File: config.mk
export PLATFORM = sky130hd
export DESIGN_NAME = textmode_vga
export DESIGN_NICKNAME = d
export VERILOG_FILES = /design/src/rtl/tmv_pkg.sv /design/src/rtl/tmv_timing.sv /design/src/rtl/tmv_fetch.sv /design/src/rtl/tmv_linebuf.sv /design/src/rtl/textmode_vga.sv
export SDC_FILE = /design/constraint.sdc
export NUM_CORES = 2
export LEC_CHECK = 0
export BUFFER_PORTS_ARGS = -buffer_cell sky130_fd_sc_hd__buf_2
export CORE_MARGIN = 2
export CORE_UTILIZATION = 25
export CTS_CLUSTER_SIZE = 16
export DETAILED_ROUTE_END_ITERATION = 12
export PLACE_DENSITY = 0.48
export SLEW_MARGIN = 20
export SYNTH_ARGS = -nofsm -noshare
export SYNTH_HDL_FRONTEND = slang
export SYNTH_SLANG_ARGS = --single-unit
File: constraint.sdc
create_clock -name clk -period 9.05 [get_ports clk]
set_clock_uncertainty 0.2 [all_clocks]
set_input_delay 0.4525 -clock clk [delete_from_list [all_inputs] [get_ports clk]]
set_output_delay 0.4525 -clock clk [all_outputs]
set_load 0.01 [all_outputs]
File: src/rtl/tmv_pkg.sv
package tmv_pkg;
    localparam int H_TOTAL   = 800;
    localparam int H_ACTIVE  = 640;
    localparam int HS_FIRST  = 49;
    localparam int HS_LAST   = 144;
    localparam int V_TOTAL   = 449;
    localparam int VS_FIRST  = 2;
    localparam int VS_LAST   = 3;
    localparam int RND_FIRST = 38;
    localparam int TXT_COLS  = 80;
    localparam int TXT_ROWS  = 25;
    localparam int GLYPH_H   = 16;
    localparam int GLYPH_W   = 8;
    localparam int CLR_FIRST = 441;
    localparam int CLR_LAST  = 442;

    typedef enum logic [2:0] {
        PH_TOP,
        PH_VSYNC,
        PH_BACK,
        PH_RENDER,
        PH_TAIL,
        PH_CLEAR,
        PH_BLANK
    } phase_t;
endpackage

File: src/rtl/tmv_timing.sv
module tmv_timing
    import tmv_pkg::*;
#(
    parameter int HT   = H_TOTAL,
    parameter int HSA  = HS_FIRST,
    parameter int HSB  = HS_LAST,
    parameter int VT   = V_TOTAL,
    parameter int VSA  = VS_FIRST,
    parameter int VSB  = VS_LAST,
    parameter int R0   = RND_FIRST,
    parameter int RLEN = TXT_ROWS * GLYPH_H,
    parameter int C0   = CLR_FIRST,
    parameter int C1   = CLR_LAST,
    parameter int HW   = $clog2(HT),
    parameter int VW   = $clog2(VT)
) (
    input  logic          clk,
    input  logic          rst,
    output logic [HW-1:0] hcnt,
    output logic [VW-1:0] vcnt,
    output logic          line_end,
    output logic          render,
    output logic          clr,
    output logic          vis_line,
    output logic          hsync_n,
    output logic          vsync
);
    localparam logic [HW-1:0] H_END  = HW'(HT - 1);
    localparam logic [HW-1:0] HS_A   = HW'(HSA);
    localparam logic [HW-1:0] HS_B   = HW'(HSB);
    localparam logic [HW-1:0] HS_FA  = HW'(HSA + 1);
    localparam logic [HW-1:0] HS_RA  = HW'(HSB + 2);
    localparam logic [VW-1:0] V_END  = VW'(VT - 1);
    localparam logic [VW-1:0] L_VS0  = VW'(VSA);
    localparam logic [VW-1:0] L_VS1  = VW'(VSB + 1);
    localparam logic [VW-1:0] L_R0   = VW'(R0);
    localparam logic [VW-1:0] L_R1   = VW'(R0 + RLEN);
    localparam logic [VW-1:0] L_C0   = VW'(C0);
    localparam logic [VW-1:0] L_C1   = VW'(C1 + 1);

    phase_t phase, phase_nx;
    logic [VW-1:0] vnext;

    assign line_end = (hcnt == H_END);
    assign vnext    = (vcnt == V_END) ? '0 : vcnt + 1'b1;

    // pixel and line counters
    always_ff @(posedge clk) begin
        if (rst) begin
            hcnt <= '0;
            vcnt <= '0;
        end else if (line_end) begin
            hcnt <= '0;
            vcnt <= vnext;
        end else begin
            hcnt <= hcnt + 1'b1;
        end
    end

    // phase register
    always_ff @(posedge clk) begin
        if (rst) phase <= PH_TOP;
        else     phase <= phase_nx;
    end

    // phase transitions, taken at the last clock of a line
    always_comb begin
        phase_nx = phase;
        if (line_end) begin
            unique case (phase)
                PH_TOP:    if (vnext == L_VS0) phase_nx = PH_VSYNC;
                PH_VSYNC:  if (vnext == L_VS1) phase_nx = PH_BACK;
                PH_BACK:   if (vnext == L_R0)  phase_nx = PH_RENDER;
                PH_RENDER: if (vnext == L_R1)  phase_nx = PH_TAIL;
                PH_TAIL:   if (vnext == L_C0)  phase_nx = PH_CLEAR;
                PH_CLEAR:  if (vnext == L_C1)  phase_nx = PH_BLANK;
                PH_BLANK:  if (vnext == '0)    phase_nx = PH_TOP;
                default:                       phase_nx = PH_TOP;
            endcase
        end
    end

    // phase-derived outputs
    assign render   = (phase == PH_RENDER);
    assign clr      = (phase == PH_CLEAR);
    assign vis_line = (vcnt > L_R0) && (vcnt <= L_R1);

    always_ff @(posedge clk) begin
        if (rst) begin
            hsync_n <= 1'b1;
            vsync   <= 1'b0;
        end else begin
            hsync_n <= !((hcnt >= HS_A) && (hcnt <= HS_B));
            vsync   <= (phase == PH_VSYNC);
        end
    end

    assert_line_wrap_R2: assert property (@(posedge clk) disable iff (rst)
        line_end |=> (hcnt == '0));
    assert_hsync_start_R2: assert property (@(posedge clk) disable iff (rst)
        $fell(hsync_n) |-> (hcnt == HS_FA));
    assert_hsync_end_R2: assert property (@(posedge clk) disable iff (rst)
        $rose(hsync_n) |-> (hcnt == HS_RA));
    assert_vsync_start_R3: assert property (@(posedge clk) disable iff (rst)
        $rose(vsync) |-> (vcnt == L_VS0 && hcnt == HW'(1)));
    assert_vsync_end_R3: assert property (@(posedge clk) disable iff (rst)
        $fell(vsync) |-> (vcnt == L_VS1 && hcnt == HW'(1)));
    assert_frame_wrap_R3: assert property (@(posedge clk) disable iff (rst)
        (line_end && vcnt == V_END) |=> (vcnt == '0 && phase == PH_TOP));
endmodule

File: src/rtl/tmv_fetch.sv
module tmv_fetch #(
    parameter int HW        = 10,
    parameter int VW        = 9,
    parameter int TXT_COLS  = 80,
    parameter int TXT_ROWS  = 25,
    parameter int GLYPH_H   = 16,
    parameter int RND_FIRST = 38,
    parameter int DW        = 8,
    parameter int TAW       = $clog2(TXT_COLS * TXT_ROWS),
    parameter int GW        = $clog2(GLYPH_H),
    parameter int FAW       = GW + DW,
    parameter int CW        = $clog2(TXT_COLS)
) (
    input  logic           clk,
    input  logic           rst,
    input  logic [HW-1:0]  hcnt,
    input  logic [VW-1:0]  vcnt,
    input  logic           render,
    input  logic [DW-1:0]  txt_data,
    output logic [TAW-1:0] txt_addr,
    output logic [FAW-1:0] font_addr,
    output logic           wr_en,
    output logic [CW-1:0]  wr_col
);
    localparam int STAGES = 4;
    localparam logic [TAW-1:0] CELLS = TAW'(TXT_COLS * TXT_ROWS);

    logic [VW-1:0]  vrel;
    logic [GW-1:0]  grow;
    logic [TAW-1:0] base;
    logic           fetch_go;
    logic [STAGES-1:0] vld;
    logic [CW-1:0]  col [STAGES];

    assign vrel     = vcnt - VW'(RND_FIRST);
    assign grow     = vrel[GW-1:0];
    assign base     = TAW'(vrel >> GW) * TAW'(TXT_COLS);
    assign fetch_go = render && (hcnt < HW'(TXT_COLS));

    // column tags travel alongside the two memory latencies
    always_ff @(posedge clk) begin
        if (rst) begin
            vld <= '0;
            for (int i = 0; i < STAGES; i++) col[i] <= '0;
        end else begin
            vld <= {vld[STAGES-2:0], fetch_go};
            col[0] <= CW'(hcnt);
            for (int i = 1; i < STAGES; i++) col[i] <= col[i-1];
        end
    end

    always_ff @(posedge clk) begin
        if (rst) begin
            txt_addr  <= '0;
            font_addr <= '0;
        end else begin
            if (fetch_go) txt_addr  <= base + TAW'(hcnt);
            if (vld[1])   font_addr <= {grow, txt_data};
        end
    end

    assign wr_en  = vld[STAGES-1];
    assign wr_col = col[STAGES-1];

    assert_write_in_render_R4: assert property (@(posedge clk) disable iff (rst)
        wr_en |-> render);
    assert_text_range_R4: assert property (@(posedge clk) disable iff (rst)
        vld[0] |-> (txt_addr < CELLS));
endmodule

File: src/rtl/tmv_linebuf.sv
module tmv_linebuf #(
    parameter int HW       = 10,
    parameter int TXT_COLS = 80,
    parameter int H_ACTIVE = 640,
    parameter int DW       = 8,
    parameter int CW       = $clog2(TXT_COLS),
    parameter int BW       = $clog2(DW)
) (
    input  logic          clk,
    input  logic          rst,
    input  logic [HW-1:0] hcnt,
    input  logic          line_end,
    input  logic          vis_line,
    input  logic          clr,
    input  logic          wr_en,
    input  logic [CW-1:0] wr_col,
    input  logic [DW-1:0] wr_data,
    output logic          pix
);
    localparam logic [HW-1:0] H_ACT = HW'(H_ACTIVE);

    logic                 sel;
    logic                 in_act;
    logic [CW-1:0]        rd_idx;
    logic [BW-1:0]        bpos;
    logic [1:0][DW-1:0]   rd_byte;
    logic [DW-1:0]        cur_byte;

    assign in_act   = (hcnt < H_ACT);
    assign rd_idx   = in_act ? CW'(hcnt >> BW) : '0;
    assign bpos     = BW'(DW - 1) - hcnt[BW-1:0];
    assign cur_byte = rd_byte[sel];

    // front buffer select swaps at every line boundary
    always_ff @(posedge clk) begin
        if (rst)           sel <= 1'b0;
        else if (line_end) sel <= ~sel;
    end

    for (genvar b = 0; b < 2; b++) begin : g_buf
        logic [DW-1:0] mem [TXT_COLS];
        logic          is_back;
        assign is_back    = (sel != 1'(b));
        assign rd_byte[b] = mem[rd_idx];

        always_ff @(posedge clk) begin
            if (rst) begin
                for (int i = 0; i < TXT_COLS; i++) mem[i] <= '0;
            end else if (is_back) begin
                if (clr && hcnt == '0) begin
                    for (int i = 0; i < TXT_COLS; i++) mem[i] <= '0;
                end else if (wr_en) begin
                    mem[wr_col] <= wr_data;
                end
            end
        end
    end

    always_ff @(posedge clk) begin
        if (rst) pix <= 1'b0;
        else     pix <= (in_act && vis_line) ? cur_byte[bpos] : 1'b0;
    end

    assert_dark_outside_R7: assert property (@(posedge clk) disable iff (rst)
        pix |-> ($past(hcnt) < H_ACT && $past(vis_line)));
    assert_write_before_swap_R8: assert property (@(posedge clk) disable iff (rst)
        wr_en |-> !line_end);
    assert_clear_idle_R8: assert property (@(posedge clk) disable iff (rst)
        clr |-> !wr_en);
endmodule

File: src/rtl/textmode_vga.sv
module textmode_vga
    import tmv_pkg::*;
#(
    parameter int COLS = TXT_COLS,
    parameter int ROWS = TXT_ROWS,
    parameter int GH   = GLYPH_H,
    parameter int DW   = GLYPH_W,
    parameter int TAW  = $clog2(COLS * ROWS),
    parameter int FAW  = $clog2(GH) + DW
) (
    input  logic           clk,
    input  logic           rst,
    output logic [TAW-1:0] txt_addr,
    input  logic [DW-1:0]  txt_data,
    output logic [FAW-1:0] font_addr,
    input  logic [DW-1:0]  font_data,
    output logic           pix,
    output logic           hsync_n,
    output logic           vsync
);
    localparam int HW = $clog2(H_TOTAL);
    localparam int VW = $clog2(V_TOTAL);
    localparam int CW = $clog2(COLS);

    logic [HW-1:0] hcnt;
    logic [VW-1:0] vcnt;
    logic          line_end, render, clr, vis_line;
    logic          wr_en;
    logic [CW-1:0] wr_col;

    tmv_timing #(
        .RLEN(ROWS * GH), .HW(HW), .VW(VW)
    ) u_timing (
        .clk(clk), .rst(rst), .hcnt(hcnt), .vcnt(vcnt), .line_end(line_end),
        .render(render), .clr(clr), .vis_line(vis_line),
        .hsync_n(hsync_n), .vsync(vsync)
    );

    tmv_fetch #(
        .HW(HW), .VW(VW), .TXT_COLS(COLS), .TXT_ROWS(ROWS), .GLYPH_H(GH),
        .RND_FIRST(RND_FIRST), .DW(DW), .TAW(TAW), .FAW(FAW), .CW(CW)
    ) u_fetch (
        .clk(clk), .rst(rst), .hcnt(hcnt), .vcnt(vcnt), .render(render),
        .txt_data(txt_data), .txt_addr(txt_addr), .font_addr(font_addr),
        .wr_en(wr_en), .wr_col(wr_col)
    );

    tmv_linebuf #(
        .HW(HW), .TXT_COLS(COLS), .H_ACTIVE(COLS * DW), .DW(DW), .CW(CW)
    ) u_linebuf (
        .clk(clk), .rst(rst), .hcnt(hcnt), .line_end(line_end),
        .vis_line(vis_line), .clr(clr), .wr_en(wr_en), .wr_col(wr_col),
        .wr_data(font_data), .pix(pix)
    );
endmodule

==> metrics <==
run status completed; critical path's slowest cell dfxtp_1; worst slew pin tran 1.22 ns; VDD IR-drop max 0.189 mV; Final Hold Viols 0; CTS tree yes; commonest cells after routing, fill and taps aside 1293 x and3_1, 1280 x edfxtp_1, 513 x nand2_1; nets@finish 5338; fin crit period 5.39 ns; total CTS buffers 158; Syn Std Cell Area 66100 µm²; DR vias/cell 5.35; worst rel slew slack 17.5%; CTS sink cnt 1361; Area Growth Syn to Fin 12.7%; gr ovfl total 0; number of synthesis warnings 0; initial antenna violation count 16; Syn Nets 5706; routed length on met1 105 mm; Die Ht 518 µm; Worst-path clk slew 0.06 ns; drt pass-1 iters 8; Longest Clk Path Bufs 3; most common cell after layout, fill and taps aside and3_1; Netlist cell types 84; Synth Instances 5665; port buffer count 43; Met3 Wirelength 22.4 mm; core footprint 263000 µm²; Final Util 28.4%; Max Cap Viol 0; clk_lat worst skew 0.84 ns; RePlAce Congestion 0.900; via count 47860; detailed placement HPWL 146 mm; WL final 249 mm; RSZ-0062 raised after global routing no; sequential area share after synthesis 60.6%; IO Pins 44; Tot Pwr 0.0140 W; critical path class reg -> reg; vias in the first global route 44752; Root Driver clkbuf_16; largest net degree at the start of global routing 145; Critical Path RT 9.56 ns; CP arrival 5.90 ns; DR top layer met5; critical path cell sequence o21ai_4, buf_4, buf_4, nand2_4, buf_4, o221ai_1, a22oi_1, nand3_1, o2111ai_1, nand4_1, o311a_1; Post-CTS Setup Inserts 0; antenna-violating nets left 0; Crit Reg-Reg Startpoint u_timing.hcnt[7]$_SDFF_PP0_; synthesized area per cell 11.7 µm²; Starting Density 25.2%; Final Max Tran Viols 0; Hold Path Sink u_linebuf.g_buf[1].mem[31][4]$_SDFFCE_PN0P_; Post-synth EDFFs 1280; crit start category register; Total GRT Usage 17.8%; per-cell routed wire length 27.8 µm; Hold Crit Depth 2; Synth async-reset ratio 0%; final period utilization 59.6%; die area 268000 µm²; first-pass GRT wire length 352 mm; f_max 0.186 GHz; drt initial violations 6828; share of layout cells above drive strength 1 10.4%; CP max stage delay 0.95 ns; ys flop type edfxtp_1; Critical Path Fanout Max 40; die width 518 µm; PD cells 188 nW/µm²; critical path capture point type register; htree depth 4; cell mode on critical path buf_4; Reg2Reg Depth 11; worst hold start font_data[4]; Worst R2R End u_linebuf.pix$_SDFF_PP0_; Site Rows 188; Leak Pwr 29.6 nW; synthesized flop and latch total 1361; Final setup violation count 0; DRC viols 0; HP Class in -> reg; Setup TNS 0 ns; setup slack, reg-to-reg 3.66 ns; met2 WL 112 mm
[state kept, by name (all words and copies together) (netlist names), 3 cells and up]
register / count
u_timing.phase: 3
u_linebuf.g_buf.mem: 1280
u_fetch.txt_addr: 11
u_timing.vcnt: 9
u_fetch.font_addr: 12
u_fetch.vld: 4
u_fetch.col: 28
u_timing.hcnt: 10
[synth_stat cells, drive strengths merged, types with 7 or more instances]
master / instances / area (µm²)
and3: 1293 / 8090
edfxtp: 1280 / 38400
clkbuf: 532 / 2000
nand2: 520 / 1950
mux2i: 316 / 3160
nor2: 214 / 826
a21oi: 190 / 951
buf: 172 / 922
o21ai: 120 / 608
mux2: 100 / 1130
dfxtp: 81 / 1620
o22ai: 72 / 450
a22oi: 65 / 493
o221ai: 63 / 552
a211oi: 59 / 443
a31oi: 48 / 300
nor2b: 45 / 282
inv: 41 / 154
nor3: 41 / 215
a221oi: 33 / 289
nand3: 33 / 165
and2: 29 / 181
ha: 21 / 263
nand2b: 21 / 131
o211ai: 21 / 158
o22a: 18 / 158
xnor2: 16 / 140
nor4: 15 / 93.8
o2111ai: 15 / 131
nand4: 14 / 87.6
or3: 14 / 87.6
mux4: 13 / 293
o31ai: 12 / 90.1
xor2: 10 / 87.6
a2111oi: 9 / 78.8
o311ai: 9 / 78.8
o32ai: 8 / 70.1
a311oi: 7 / 61.3
o41ai: 7 / 61.3
[area by class of cell]
class | instances | area [µm²]
antenna | 5 | 12.5
clock buffer | 206 | 4220
clock inverter | 82 | 818
fill | 26721 | 188000
inverter | 41 | 155
multi-input combinational | 3559 | 23200
sequential | 1361 | 40100
tap | 3515 | 4400
timing repair buffer | 176 | 1550
[routing by layer]
metal  up-vias  global-route usage, %
li1      20510                      -
met1     24316                   24.8
met2      2551                   27.5
met3       473                   3.24
met4        10                   6.50
met5         -                      0
[per-stage QoR]
| step | setup WS (ns) | hold slack [ns] | cells | cell area, µm² |
|---|---|---|---|---|
| after floorplan | 5.63 | 0.214 | 5665 | 66100 |
| after detailed placement | 3.89 | 0.224 | 8641 | 69300 |
| after global routing | 3.66 | 0.132 | 8941 | 74500 |
| after CTS | 3.89 | 0.153 | 8940 | 74400 |
| after global placement | 3.86 | 0.220 | 8639 | 69200 |
| final | 3.66 | 0.101 | 8945 | 74500 |
[worst max-delay path, delay by kind of cell (launching register included)]
kind	cells	cell delay [ns]
AO/OA/AOI/OAI	5	1.89
buffers and inverters	3	1.26
flip-flops	1	0.95
AND/OR/NAND/NOR	3	0.81
[worst max-delay path by stage]
stage	from	endpoint	slack (ns)	cells after the start
final	u_timing.hcnt[7]$_SDFF_PP0_	u_linebuf.pix$_SDFF_PP0_	3.66	11
after detailed placement	u_timing.hcnt[3]$_SDFF_PP0_	u_linebuf.pix$_SDFF_PP0_	3.89	11
after floorplan	u_timing.vcnt[1]$_SDFFE_PP0N_	u_fetch.txt_addr[9]$_SDFFE_PP0P_	5.63	15
after CTS	u_timing.hcnt[3]$_SDFF_PP0_	u_linebuf.pix$_SDFF_PP0_	3.89	11
after global placement	u_timing.hcnt[3]$_SDFF_PP0_	u_linebuf.pix$_SDFF_PP0_	3.86	11
after global routing	u_timing.hcnt[3]$_SDFF_PP0_	u_linebuf.pix$_SDFF_PP0_	3.66	11
[cells by family after synthesis]
kind of cell	share of synthesized area [%]
AO/OA/AOI/OAI	8.29
XOR/XNOR	0.345
flip-flops	60.6
buffers and inverters	4.65
adder cells (fa/ha/maj)	0.458
multiplexers	6.93
AND/OR/NAND/NOR	18.7
[where the power goes]
part,leakage [nW],switching [W],internal [W]
logic,13.3,0.000423,0.0000963
clock network,2.46,0.00276,0.00360
registers,13.9,0.0000625,0.00706
[repair_timing]
action | in CTS | in global routing
gates resized for setup | 0 | 0
hold endpoints to repair | 33 | 0
hold buffers | 11 | 0
endpoints found under the setup margin | 0 | 0
Power figures use the tool's default switching activity.
